[src/rtl/irq_arb_pkg.sv]
package irq_arb_pkg;
  // implemented priority bits per source
  localparam int PRIO_W = 4;
  // stack entry: one guard bit above the field, so "empty" is less urgent than any level
  localparam int LVL_W  = PRIO_W + 1;

  typedef struct packed {
    logic             push;
    logic             pop;
    logic [LVL_W-1:0] lvl;
  } arbStrobe_t;
endpackage

[src/rtl/irq_arb_dp.sv]
module irq_arb_dp
  import irq_arb_pkg::*;
#(
  parameter int NUM_SRC = 4,
  parameter int NUM_SIG = 2,
  parameter int ADDR_W  = 4,
  localparam int IW     = $clog2(NUM_SRC),
  localparam int SIGW   = NUM_SRC * NUM_SIG,
  localparam int DEPTH  = 1 << PRIO_W,
  localparam int SPW    = $clog2(DEPTH),
  localparam int DW     = $clog2(DEPTH + 1)
) (
  input  logic              clk,
  input  logic              rstN,
  input  logic [SIGW-1:0]   sigIn,
  input  logic              regWe,
  input  logic [ADDR_W-1:0] regAddr,
  input  logic [7:0]        regWdata,
  output logic [7:0]        regRdata,
  input  arbStrobe_t        st,
  output logic              cand,
  output logic [IW-1:0]     candIdx,
  output logic [LVL_W-1:0]  candLvl,
  output logic [DW-1:0]     depth
);
  localparam logic [ADDR_W-1:0] A_GRP  = ADDR_W'(8);
  localparam logic [ADDR_W-1:0] A_SEN  = ADDR_W'(9);
  localparam logic [ADDR_W-1:0] A_GEN  = ADDR_W'(10);
  localparam logic [ADDR_W-1:0] A_PEND = ADDR_W'(11);

  logic [PRIO_W-1:0] prio [NUM_SRC];
  logic [2:0]        group;
  logic [NUM_SRC-1:0] srcEn, pend, setHit, clrHit;
  logic [SIGW-1:0]   sigEn;
  logic [LVL_W-1:0]  stackMem [DEPTH];
  logic [DW-1:0]     depthQ;
  logic [LVL_W-1:0]  stackTop;

  // keep only the preemption bits selected by the grouping code
  function automatic logic [PRIO_W-1:0] preField(input logic [PRIO_W-1:0] p,
                                                 input logic [2:0] g);
    int pb;
    pb = 7 - int'(g);
    if (pb > PRIO_W) pb = PRIO_W;
    preField = '0;
    for (int b = 0; b < PRIO_W; b++)
      if (b >= PRIO_W - pb) preField[b] = p[b];
  endfunction

  for (genvar s = 0; s < NUM_SRC; s++) begin : g_src
    assign setHit[s] = srcEn[s] & (|(sigIn[s*NUM_SIG +: NUM_SIG] & sigEn[s*NUM_SIG +: NUM_SIG]));
    assign clrHit[s] = regWe && regAddr == A_PEND && regWdata[s];

    always_ff @(posedge clk or negedge rstN) begin
      if (!rstN) begin
        prio[s] <= '0;
        pend[s] <= 1'b0;
      end else begin
        if (regWe && regAddr == ADDR_W'(s)) prio[s] <= regWdata[7 -: PRIO_W];
        pend[s] <= setHit[s] | (pend[s] & ~clrHit[s]);
      end
    end
  end

  always_ff @(posedge clk or negedge rstN) begin
    if (!rstN) begin
      group <= '0;
      srcEn <= '0;
      sigEn <= '0;
    end else if (regWe) begin
      if (regAddr == A_GRP) group <= regWdata[2:0];
      if (regAddr == A_SEN) srcEn <= regWdata[NUM_SRC-1:0];
      if (regAddr == A_GEN) sigEn <= regWdata[SIGW-1:0];
    end
  end

  always_comb begin
    regRdata = '0;
    if (regAddr < ADDR_W'(NUM_SRC)) regRdata[7 -: PRIO_W] = prio[IW'(regAddr)];
    else if (regAddr == A_GRP)  regRdata[2:0] = group;
    else if (regAddr == A_SEN)  regRdata[NUM_SRC-1:0] = srcEn;
    else if (regAddr == A_GEN)  regRdata[SIGW-1:0] = sigEn;
    else if (regAddr == A_PEND) regRdata[NUM_SRC-1:0] = pend;
  end

  // winner: lowest full nibble; strict compare keeps the lower index on ties
  logic              found;
  logic [PRIO_W-1:0] bestPri;
  always_comb begin
    found   = 1'b0;
    bestPri = '1;
    candIdx = '0;
    for (int i = 0; i < NUM_SRC; i++) begin
      if (pend[i] && srcEn[i] && (!found || prio[i] < bestPri)) begin
        found   = 1'b1;
        bestPri = prio[i];
        candIdx = IW'(i);
      end
    end
  end

  assign stackTop = (depthQ == '0) ? LVL_W'(DEPTH) : stackMem[SPW'(depthQ - 1'b1)];
  assign candLvl  = {1'b0, preField(bestPri, group)};
  assign cand     = found && (candLvl < stackTop);

  always_ff @(posedge clk or negedge rstN) begin
    if (!rstN) begin
      depthQ <= '0;
      for (int i = 0; i < DEPTH; i++) stackMem[i] <= '0;
    end else begin
      unique case ({st.push, st.pop && depthQ != '0})
        2'b10: begin
          stackMem[SPW'(depthQ)] <= st.lvl;
          depthQ <= depthQ + 1'b1;
        end
        2'b01: depthQ <= depthQ - 1'b1;
        2'b11: stackMem[SPW'(depthQ - 1'b1)] <= st.lvl;
        default: ;
      endcase
    end
  end
  assign depth = depthQ;


  no_overflow_chk: assert property (@(posedge clk) disable iff (!rstN)
    st.push |-> depthQ < DW'(DEPTH));

  empty_pop_chk: assert property (@(posedge clk) disable iff (!rstN)
    (st.pop && !st.push && depthQ == '0) |=> depthQ == '0);

  push_count_chk: assert property (@(posedge clk) disable iff (!rstN)
    (st.push && !st.pop) |=> depthQ == $past(depthQ) + 1'b1);

  push_urgency_chk: assert property (@(posedge clk) disable iff (!rstN)
    (st.push && !st.pop && depthQ != '0) |-> st.lvl < stackTop);

  prio_low_chk: assert property (@(posedge clk) disable iff (!rstN)
    (regAddr < ADDR_W'(NUM_SRC)) |-> regRdata[7-PRIO_W:0] == '0);
endmodule

[src/rtl/irq_arb_ctrl.sv]
module irq_arb_ctrl
  import irq_arb_pkg::*;
#(
  parameter int NUM_SRC = 4,
  localparam int IW     = $clog2(NUM_SRC)
) (
  input  logic             clk,
  input  logic             rstN,
  input  logic             cand,
  input  logic [IW-1:0]    candIdx,
  input  logic [LVL_W-1:0] candLvl,
  input  logic             takeAck,
  input  logic             handlerDone,
  output logic             takeReq,
  output logic [IW-1:0]    takeIdx,
  output arbStrobe_t       st
);
  logic [LVL_W-1:0] lvlQ;
  logic             accept;

  assign accept = takeReq & takeAck;

  // the decision is registered; an accepted offer is withdrawn for one cycle
  // so the next decision sees the updated stack
  always_ff @(posedge clk or negedge rstN) begin
    if (!rstN) begin
      takeReq <= 1'b0;
      takeIdx <= '0;
      lvlQ    <= '0;
    end else begin
      takeReq <= cand & ~accept;
      takeIdx <= candIdx;
      lvlQ    <= candLvl;
    end
  end

  assign st.push = accept;
  assign st.pop  = handlerDone;
  assign st.lvl  = lvlQ;


  single_take_chk: assert property (@(posedge clk) disable iff (!rstN)
    accept |=> !takeReq);

  offer_stable_chk: assert property (@(posedge clk) disable iff (!rstN)
    (takeReq && !takeAck && $past(cand) && cand && $stable(candIdx)) |=> takeReq);
endmodule

[src/rtl/irq_group_arb.sv]
module irq_group_arb
  import irq_arb_pkg::*;
#(
  parameter int NUM_SRC = 4,
  parameter int NUM_SIG = 2,
  parameter int ADDR_W  = 4,
  localparam int IW     = $clog2(NUM_SRC),
  localparam int DW     = $clog2((1 << PRIO_W) + 1)
) (
  input  logic                       clk,
  input  logic                       rstN,
  input  logic [NUM_SRC*NUM_SIG-1:0] sigIn,
  input  logic                       regWe,
  input  logic [ADDR_W-1:0]          regAddr,
  input  logic [7:0]                 regWdata,
  output logic [7:0]                 regRdata,
  output logic                       takeReq,
  output logic [IW-1:0]              takeIdx,
  input  logic                       takeAck,
  input  logic                       handlerDone,
  output logic [DW-1:0]              nestDepth
);
  arbStrobe_t       st;
  logic             cand;
  logic [IW-1:0]    candIdx;
  logic [LVL_W-1:0] candLvl;

  irq_arb_dp #(.NUM_SRC(NUM_SRC), .NUM_SIG(NUM_SIG), .ADDR_W(ADDR_W)) u_dp (
    .clk(clk), .rstN(rstN), .sigIn(sigIn), .regWe(regWe), .regAddr(regAddr),
    .regWdata(regWdata), .regRdata(regRdata), .st(st), .cand(cand),
    .candIdx(candIdx), .candLvl(candLvl), .depth(nestDepth)
  );

  irq_arb_ctrl #(.NUM_SRC(NUM_SRC)) u_ctrl (
    .clk(clk), .rstN(rstN), .cand(cand), .candIdx(candIdx), .candLvl(candLvl),
    .takeAck(takeAck), .handlerDone(handlerDone), .takeReq(takeReq),
    .takeIdx(takeIdx), .st(st)
  );
endmodule

[config.mk]
export PLATFORM = sky130hd
export DESIGN_NAME = irq_group_arb
export DESIGN_NICKNAME = d
export VERILOG_FILES = /design/src/rtl/irq_arb_pkg.sv /design/src/rtl/irq_arb_dp.sv /design/src/rtl/irq_arb_ctrl.sv /design/src/rtl/irq_group_arb.sv
export SDC_FILE = /design/constraint.sdc
export NUM_CORES = 1
export LEC_CHECK = 0
export ABC_AREA = 1
export BUFFER_PORTS_ARGS = -buffer_cell sky130_fd_sc_hd__buf_4
export CORE_MARGIN = 3
export CORE_UTILIZATION = 55
export CTS_BUF_LIST = sky130_fd_sc_hd__clkbuf_16
export CTS_CLUSTER_DIAMETER = 80
export DETAILED_ROUTE_END_ITERATION = 10
export PLACE_DENSITY_LB_ADDON = 0.15
export SLEW_MARGIN = 30
export SYNTH_ARGS = -nofsm -noshare
export SYNTH_HDL_FRONTEND = slang
export SYNTH_HIERARCHICAL = 1
export SYNTH_SLANG_ARGS = --single-unit
[constraint.sdc]
create_clock -name clk -period 5.3 [get_ports clk]
set_clock_uncertainty 0.15 [all_clocks]
set_input_delay 0.265 -clock clk [delete_from_list [all_inputs] [get_ports clk]]
set_output_delay 0.265 -clock clk [all_outputs]
set_load 0.005 [all_outputs]
==> flow_results.xml, run 1 <==
<?xml version="1.0" encoding="UTF-8"?>
<metrics>
  <group name="synthesis">
    <metric name="synth_edf_count" unit="">0</metric>
    <metric name="synth.yosys.seq_area_share" unit="%">47.4</metric>
    <metric name="synth_cells" unit="">859</metric>
    <metric name="synth.cell_area" unit="um^2">6760</metric>
    <metric name="yosys.area.top_type_share" unit="%">47.4</metric>
    <metric name="synthTopCellsByArea" unit="">sky130_fd_sc_hd__dfrtp_1, sky130_fd_sc_hd__nand2_1, sky130_fd_sc_hd__o21ai_0, sky130_fd_sc_hd__a21oi_1, sky130_fd_sc_hd__inv_1</metric>
    <metric name="ys_seq_elements" unit="">128</metric>
    <metric name="async_reset_ff_share" unit="%">100</metric>
    <metric name="post_synth_num_cell_types" unit="">40</metric>
    <metric name="synth_top_cell_by_area" unit="">sky130_fd_sc_hd__dfrtp_1</metric>
    <metric name="synthesis_warnings" unit="">6</metric>
    <metric name="mappedNetlistNets" unit="">908</metric>
    <metric name="avgSynthCellArea" unit="um^2">7.87</metric>
    <metric name="commonest_register_cell_after_synthesis" unit="">sky130_fd_sc_hd__dfrtp_1</metric>
  </group>
  <group name="cts">
    <metric name="clock_tree_from_tritoncts" unit="">built</metric>
    <metric name="clockBufferDepth" unit="">2</metric>
    <metric name="total_clock_sinks" unit="">128</metric>
    <metric name="worstSkewPairLatency" unit="ns">0.42</metric>
    <metric name="cts.clk_slew.worst_paths" unit="ns">0.06</metric>
    <metric name="clk_root_buffer_cell" unit="">sky130_fd_sc_hd__clkbuf_16</metric>
    <metric name="maximum_level_of_the_cts_h_tree" unit="">4</metric>
    <metric name="cts-buffers-inserted" unit="">17</metric>
  </group>
  <group name="setup_path">
    <metric name="start_kind" unit="">flip-flop</metric>
    <metric name="timing_worst_setup_path_type" unit="">flip-flop to flip-flop</metric>
    <metric name="crit_arrival" unit="ns">5.05</metric>
    <metric name="critical_path_required" unit="ns">5.50</metric>
    <metric name="path_common_cell" unit="">sky130_fd_sc_hd__nand2_1</metric>
    <metric name="critical_path.slowest_cell" unit="">sky130_fd_sc_hd__dfrtp_1</metric>
    <metric name="critPathMaxFanout" unit="">9</metric>
    <metric name="crit_path_max_incr_delay" unit="ns">0.41</metric>
    <metric name="crit_path_end_kind" unit="">flip-flop</metric>
  </group>
  <group name="worst_hold_path">
    <metric name="holdCritPathClass" unit="">input port to flip-flop</metric>
  </group>
  <group name="floorplan">
    <metric name="core_area" unit="um^2">11700</metric>
    <metric name="floorplan.die_area" unit="um^2">13700</metric>
    <metric name="floorplan.initialDensity" unit="%">57.7</metric>
    <metric name="die-width" unit="um">117</metric>
    <metric name="i_o_pins" unit="">41</metric>
    <metric name="std_cell_rows" unit="">39</metric>
    <metric name="dieHeight" unit="um">117</metric>
  </group>
  <group name="grt">
    <metric name="grt.total_usage" unit="%">28.9</metric>
    <metric name="first_global_vias" unit="">5728</metric>
    <metric name="overflow_left_after_global_routing" unit="">0</metric>
    <metric name="global_route_wire_length_before_repair" unit="mm">29.7</metric>
    <metric name="antenna_found_initial" unit="">0</metric>
    <metric name="maximum_number_of_pins_on_one_net_before_global_route_repair" unit="">75</metric>
  </group>
  <group name="sta">
    <metric name="finalSetupViolations" unit="">0</metric>
    <metric name="portion_of_the_clock_cycle_consumed_by_the_worst_path_in_the_final_layout" unit="%">91.6</metric>
    <metric name="achievable-frequency" unit="MHz">206</metric>
    <metric name="holdWs" unit="ns">0.00977</metric>
    <metric name="final_max_slew_viol_count" unit="">0</metric>
    <metric name="unrepaired_setup_endpoints_after_global_routing" unit="">no</metric>
    <metric name="maxSlewHeadroom" unit="%">38.7</metric>
    <metric name="layout_min_cycle_time" unit="ns">4.85</metric>
    <metric name="hold_violations" unit="">0</metric>
    <metric name="fin_tns_setup" unit="ns">0</metric>
    <metric name="tightest_slew" unit="ns">0.919</metric>
  </group>
  <group name="routing">
    <metric name="wl_met2" unit="mm">8.00</metric>
    <metric name="route.detailed.drc" unit="">0</metric>
    <metric name="wl_met1" unit="mm">8.43</metric>
    <metric name="detail_route.iter0.violations" unit="">799</metric>
    <metric name="drt_first_pass_iters" unit="">5</metric>
    <metric name="drt-wirelength-per-cell" unit="um">17.5</metric>
    <metric name="viasPerCell" unit="">5.76</metric>
    <metric name="ant_nets" unit="">0</metric>
    <metric name="vias" unit="">6030</metric>
    <metric name="maxUsedRoutingLayer" unit="">met4</metric>
    <metric name="detail_route.wirelength" unit="mm">18.4</metric>
    <metric name="met3RoutedLength" unit="mm">1.68</metric>
  </group>
  <group name="power">
    <metric name="power.total" unit="mW">4.80</metric>
    <metric name="cellPowerDensity" unit="nW/um^2">624</metric>
    <metric name="intPower" unit="mW">2.70</metric>
    <metric name="swShare" unit="%">43.7</metric>
    <metric name="share_comb_of_total_power" unit="%">43.6</metric>
    <metric name="share_clk_of_total_power" unit="%">22.4</metric>
    <metric name="total_leakage_power" unit="nW">3.82</metric>
    <metric name="ir_drop" unit="mV">0.328</metric>
    <metric name="seqPwrFrac" unit="%">34.0</metric>
    <metric name="netSwitchingPower" unit="mW">2.10</metric>
  </group>
  <group name="layout">
    <metric name="filler_cell_count" unit="">997</metric>
    <metric name="number_of_nets_in_the_layout" unit="">941</metric>
    <metric name="post_route_cells_drive_above_1_share" unit="%">9.73</metric>
    <metric name="stdcell_count" unit="">1047</metric>
    <metric name="layout-area-overhead-vs-synth" unit="%">13.9</metric>
    <metric name="fin_area" unit="um^2">7700</metric>
    <metric name="most_frequent_cells_in_the_layout" unit="">sky130_fd_sc_hd__nand2_1, sky130_fd_sc_hd__dfrtp_1, sky130_fd_sc_hd__o21ai_0</metric>
    <metric name="number_of_inserted_diodes" unit="">0</metric>
    <metric name="final_common_cell" unit="">sky130_fd_sc_hd__nand2_1</metric>
  </group>
  <group name="job">
    <metric name="drv.max_cap_violation_count" unit="">0</metric>
  </group>
  <group name="placement">
    <metric name="detailed_place.area" unit="um^2">7130</metric>
    <metric name="post-dp-hpwl" unit="mm">12.9</metric>
    <metric name="number_of_cells_in_the_design_after_placement" unit="">1014</metric>
    <metric name="port_buffer_cells" unit="">40</metric>
    <metric name="final_weighted_congestion_of_routability_driven_global_placement" unit="">0.973</metric>
  </group>
  <group name="run_status">
    <metric name="outcome" unit="">completed</metric>
  </group>
</metrics>
cells in the mapped netlist, types with 4 or more instances:
| cell | count |
|---|---|
| sky130_fd_sc_hd__a21oi_1 | 88 |
| sky130_fd_sc_hd__a22o_1 | 11 |
| sky130_fd_sc_hd__a22oi_1 | 5 |
| sky130_fd_sc_hd__clkbuf_1 | 22 |
| sky130_fd_sc_hd__clkbuf_2 | 4 |
| sky130_fd_sc_hd__clkinv_1 | 7 |
| sky130_fd_sc_hd__dfrtp_1 | 128 |
| sky130_fd_sc_hd__ha_1 | 24 |
| sky130_fd_sc_hd__inv_1 | 101 |
| sky130_fd_sc_hd__nand2_1 | 180 |
| sky130_fd_sc_hd__nand2_2 | 6 |
| sky130_fd_sc_hd__nand2_4 | 4 |
| sky130_fd_sc_hd__nand3_1 | 19 |
| sky130_fd_sc_hd__nand4_1 | 5 |
| sky130_fd_sc_hd__nor2_1 | 78 |
| sky130_fd_sc_hd__nor3_1 | 5 |
| sky130_fd_sc_hd__o21ai_0 | 124 |
| sky130_fd_sc_hd__o21ai_1 | 8 |
| sky130_fd_sc_hd__o22ai_1 | 5 |
registers in the layout, indices dropped and copies added (netlist names):
signal	cells
u_dp/srcEn	4
u_dp/depth	5
u_ctrl/takeIdx	2
u_ctrl/takeReq	1
u_dp/group	3
u_dp/prio	16
u_dp/stackMem	80
u_dp/pend	4
u_ctrl/lvlQ	5
u_dp/sigEn	8
metal layers:
layer  global-route usage, %  vias up
li1                        -     2904
met1                    43.0     2853
met2                    41.9      251
met3                    6.22       22
met4                    10.0        0
met5                       0        -
layout make-up:
class | count | area, um^2 | share of cell area, %
Sequential cell | 128 | 3200 | 41.6
Multi-Input combinational cell | 591 | 3010 | 39.1
Clock buffer | 17 | 425 | 5.53
Inverter | 108 | 405 | 5.27
Timing Repair Buffer | 46 | 354 | 4.60
Tap cell | 143 | 179 | 2.32
Clock inverter | 14 | 118 | 1.53
cells by family (layout without fill, tap and decap cells):
| logic type | Yosys count | after routing | share of synthesized area (%) |
|---|---|---|---|
| DFF | 128 | 128 | 47.4 |
| and+or+nand+nor | 302 | 302 | 18.4 |
| buffers and inverters | 140 | 185 | 8.03 |
| xor gates and xnor gates | 4 | 4 | 0.518 |
| adders and majority gates | 24 | 24 | 4.44 |
| AOI/OAI and AO/OA | 260 | 260 | 21.1 |
| other | 1 | 1 | 0.0555 |
power by group through the flow:
stage | clock [mW] | combinational (mW) | sequential (mW)
final | 1.07 | 2.09 | 1.63
after global routing | 1.13 | 2.38 | 1.67
after CTS | 1.09 | 2.07 | 1.62
after detailed placement | 0 | 2.05 | 1.64
after global placement | 0 | 1.99 | 1.62
after floorplan | 0 | 1.51 | 1.51
critical path: cells and delay by family, from the launching register on:
family | cells | cell delay (ns)
buffers and inverters | 4 | 0.21
AO/OA/AOI/OAI | 8 | 1.27
adder cells (fa/ha/maj) | 4 | 1.18
flip-flops | 1 | 0.41
AND/OR/NAND/NOR | 17 | 1.57
through the flow:
step / util [%] / setup slack [ns]
after floorplan: - / 1.13
after detailed placement: 60.9 / 0.549
after global placement: 60.9 / 0.834
after global routing: 65.7 / 0.0226
after CTS: 65.7 / 0.517
final: 65.7 / 0.447
final timing paths:
check | slack, ns | cells past startpoint | start | end
worst max-delay path | 0.45 | 33 | u_dp/srcEn[0] | u_ctrl/takeReq
worst min-delay path | 0.01 | 3 | regWdata[3] | u_dp/sigEn[3]
worst max register to register | 0.45 | 33 | u_dp/srcEn[0] | u_ctrl/takeReq
worst min register to register | 0.34 | 2 | u_dp/stackMem[17] | u_dp/stackMem[17]
max in group asynchronous | 3.64 | 3 | rstN | u_dp/stackMem[60]
min in group asynchronous | 0.27 | 2 | rstN | u_dp/prio[11]
timing repair:
action	in CTS	in global routing
hold buffers	2	0
gates resized for setup	0	0
setup buffers	0	0
hold endpoints to repair	55	0
(Power assumes the default switching activity.)
==> run 2: changes to the inputs <==
- HOLD_SLACK_MARGIN: unset -> 0.03
==> run 2 against run 1 <==
Via count rose by 0.40%. Worst setup slack improved by 0.018 ns. Largest cell class unchanged. Register-to-register slack improved by 0.02 ns.
==> flow_results.xml, run 2 (synthesis results as in run 1) <==
<?xml version="1.0" encoding="UTF-8"?>
<metrics>
  <group name="setup_path">
    <metric name="critical_path_required" unit="ns">5.51</metric>
    <metric name="reg2reg_depth" unit="">33</metric>
    <metric name="timing.rr.end" unit="">u_ctrl/takeReq</metric>
    <metric name="path_common_cell" unit="">sky130_fd_sc_hd__nand2_1</metric>
    <metric name="timing.rr.start" unit="">u_dp/srcEn[0]</metric>
    <metric name="critical_path.slowest_cell" unit="">sky130_fd_sc_hd__dfrtp_1</metric>
    <metric name="crit_path_end_kind" unit="">flip-flop</metric>
    <metric name="path_buf_inv" unit="">4</metric>
    <metric name="reg2reg_setup_slack" unit="ns">0.47</metric>
    <metric name="crit_arrival" unit="ns">5.04</metric>
    <metric name="start_kind" unit="">flip-flop</metric>
    <metric name="timing_worst_setup_path_type" unit="">flip-flop to flip-flop</metric>
    <metric name="critPathMaxFanout" unit="">9</metric>
    <metric name="critical-path-top-delay-family" unit="">simple AND/OR/NAND/NOR gates</metric>
    <metric name="crit_path_max_incr_delay" unit="ns">0.41</metric>
  </group>
  <group name="sta">
    <metric name="maxSlewHeadroom" unit="%">37.3</metric>
    <metric name="final_max_slew_viol_count" unit="">0</metric>
    <metric name="hold_violations" unit="">0</metric>
    <metric name="achievable-frequency" unit="MHz">207</metric>
    <metric name="fin_tns_setup" unit="ns">0</metric>
    <metric name="finalSetupViolations" unit="">0</metric>
    <metric name="portion_of_the_clock_cycle_consumed_by_the_worst_path_in_the_final_layout" unit="%">91.2</metric>
    <metric name="holdWs" unit="ns">0.0331</metric>
    <metric name="unrepaired_setup_endpoints_after_global_routing" unit="">no</metric>
    <metric name="tightest_slew" unit="ns">0.939</metric>
    <metric name="layout_min_cycle_time" unit="ns">4.83</metric>
  </group>
  <group name="cts">
    <metric name="clockBufferDepth" unit="">2</metric>
    <metric name="cts.clk_slew.worst_paths" unit="ns">0.06</metric>
    <metric name="cts-buffers-inserted" unit="">17</metric>
    <metric name="clock_tree_from_tritoncts" unit="">built</metric>
    <metric name="clk_root_buffer_cell" unit="">sky130_fd_sc_hd__clkbuf_16</metric>
    <metric name="worstSkewPairLatency" unit="ns">0.42</metric>
    <metric name="maximum_level_of_the_cts_h_tree" unit="">4</metric>
    <metric name="total_clock_sinks" unit="">128</metric>
  </group>
  <group name="layout">
    <metric name="final_common_cell" unit="">sky130_fd_sc_hd__nand2_1</metric>
    <metric name="stdcell_count" unit="">1055</metric>
    <metric name="layout_top_registers" unit="">u_dp/stackMem (80), u_dp/prio (16), u_dp/sigEn (8)</metric>
    <metric name="layout-area-overhead-vs-synth" unit="%">15.1</metric>
    <metric name="flip_flop_count_of_the_largest_register_after_layout" unit="">80</metric>
    <metric name="post_route_cells_drive_above_1_share" unit="%">9.65</metric>
    <metric name="largest_register" unit="">u_dp/stackMem</metric>
    <metric name="fin_area" unit="um^2">7780</metric>
    <metric name="number_of_nets_in_the_layout" unit="">949</metric>
    <metric name="number_of_inserted_diodes" unit="">0</metric>
    <metric name="most_frequent_cells_in_the_layout" unit="">sky130_fd_sc_hd__nand2_1, sky130_fd_sc_hd__dfrtp_1, sky130_fd_sc_hd__o21ai_0</metric>
  </group>
  <group name="floorplan">
    <metric name="die-width" unit="um">117</metric>
    <metric name="dieHeight" unit="um">117</metric>
    <metric name="std_cell_rows" unit="">39</metric>
    <metric name="floorplan.initialDensity" unit="%">57.7</metric>
    <metric name="floorplan.die_area" unit="um^2">13700</metric>
    <metric name="core_area" unit="um^2">11700</metric>
    <metric name="i_o_pins" unit="">41</metric>
  </group>
  <group name="worst_hold_path">
    <metric name="hold_start" unit="">regWdata[1]</metric>
    <metric name="holdPathStages" unit="">3</metric>
    <metric name="hold_end" unit="">u_dp/group[1]</metric>
    <metric name="holdCritPathClass" unit="">input port to flip-flop</metric>
  </group>
  <group name="placement">
    <metric name="post-dp-hpwl" unit="mm">12.9</metric>
    <metric name="number_of_cells_in_the_design_after_placement" unit="">1014</metric>
    <metric name="detailed_place.area" unit="um^2">7130</metric>
    <metric name="final_weighted_congestion_of_routability_driven_global_placement" unit="">0.973</metric>
    <metric name="port_buffer_cells" unit="">40</metric>
  </group>
  <group name="routing">
    <metric name="viasPerCell" unit="">5.74</metric>
    <metric name="detail_route.wirelength" unit="mm">18.4</metric>
    <metric name="drt_first_pass_iters" unit="">6</metric>
    <metric name="ant_nets" unit="">0</metric>
    <metric name="detail_route.iter0.violations" unit="">780</metric>
    <metric name="drt-wirelength-per-cell" unit="um">17.5</metric>
    <metric name="route.detailed.drc" unit="">0</metric>
    <metric name="vias" unit="">6054</metric>
  </group>
  <group name="grt">
    <metric name="antenna_found_initial" unit="">0</metric>
    <metric name="overflow_left_after_global_routing" unit="">0</metric>
    <metric name="global_route_wire_length_before_repair" unit="mm">29.8</metric>
    <metric name="grt.total_usage" unit="%">29.0</metric>
    <metric name="first_global_vias" unit="">5766</metric>
    <metric name="maximum_number_of_pins_on_one_net_before_global_route_repair" unit="">75</metric>
  </group>
  <group name="job">
    <metric name="drv.max_cap_violation_count" unit="">0</metric>
  </group>
  <group name="run_status">
    <metric name="outcome" unit="">completed</metric>
  </group>
  <group name="power">
    <metric name="ir_drop" unit="mV">0.330</metric>
    <metric name="cellPowerDensity" unit="nW/um^2">619</metric>
    <metric name="total_leakage_power" unit="nW">3.85</metric>
  </group>
</metrics>
[run 2: cell type report]
cell class	instances	area, um^2
clock buffer	17	425
clock inverter	14	118
fill	991	3930
inverter	108	405
multi-input combinational	591	3010
sequential	128	3200
tap	143	179
timing repair buffer	54	434
[run 2: how the worst max path moves through the flow]
stage | slack (ns) | start | endpoint | depth (start not counted)
6_report | 0.47 | u_dp/srcEn[0] | u_ctrl/takeReq | 33
4_1_cts | 0.52 | u_dp/srcEn[0] | u_ctrl/takeReq | 31
3_5_place_dp | 0.55 | u_dp/srcEn[0] | u_ctrl/takeReq | 31
5_1_grt | 0.02 | u_dp/srcEn[0] | u_ctrl/takeReq | 35
3_3_place_gp | 0.83 | u_dp/srcEn[0] | u_ctrl/takeReq | 31
2_1_floorplan | 1.13 | u_dp/srcEn[0] | u_ctrl/takeReq | 29
[run 2: power breakdown]
group | leakage (nW) | internal [mW] | switching (mW)
clock network | 0.260 | 0.638 | 0.436
logic | 2.08 | 0.724 | 1.38
registers | 1.52 | 1.35 | 0.282
total | 3.85 | 2.71 | 2.10
[run 2: timing repair]
item,4_1_cts,5_1_grt
endpoints found under the hold margin,61,0
hold buffers,10,0
buffers inserted,0,0
resized for setup,0,0
[run 2: worst register-to-register path, delay by kind of cell (launching register included)]
family,cells,cell delay [ns]
simple gates,17,1.56
compound gates,8,1.27
flops,1,0.41
fa+ha+maj,4,1.18
buf+inv,4,0.21
[run 2: per-stage QoR]
step	power, mW	utilization [%]	setup WS, ns
after floorplan	3.01	-	1.13
after global placement	3.61	60.9	0.834
after detailed placement	3.69	60.9	0.549
after CTS	4.79	66.4	0.517
after global routing	5.19	66.4	0.0226
final	4.81	66.4	0.465
[run 2: metal layers]
layer / global-route usage [%] / share of wire (%) / vias to the layer above
met4: 8.72 / 1.7 / 0
met5: 0 / 0 / -
met3: 7.20 / 9.7 / 29
li1: - / - / 2927
met2: 42.4 / 43 / 260
met1: 43.0 / 45 / 2838
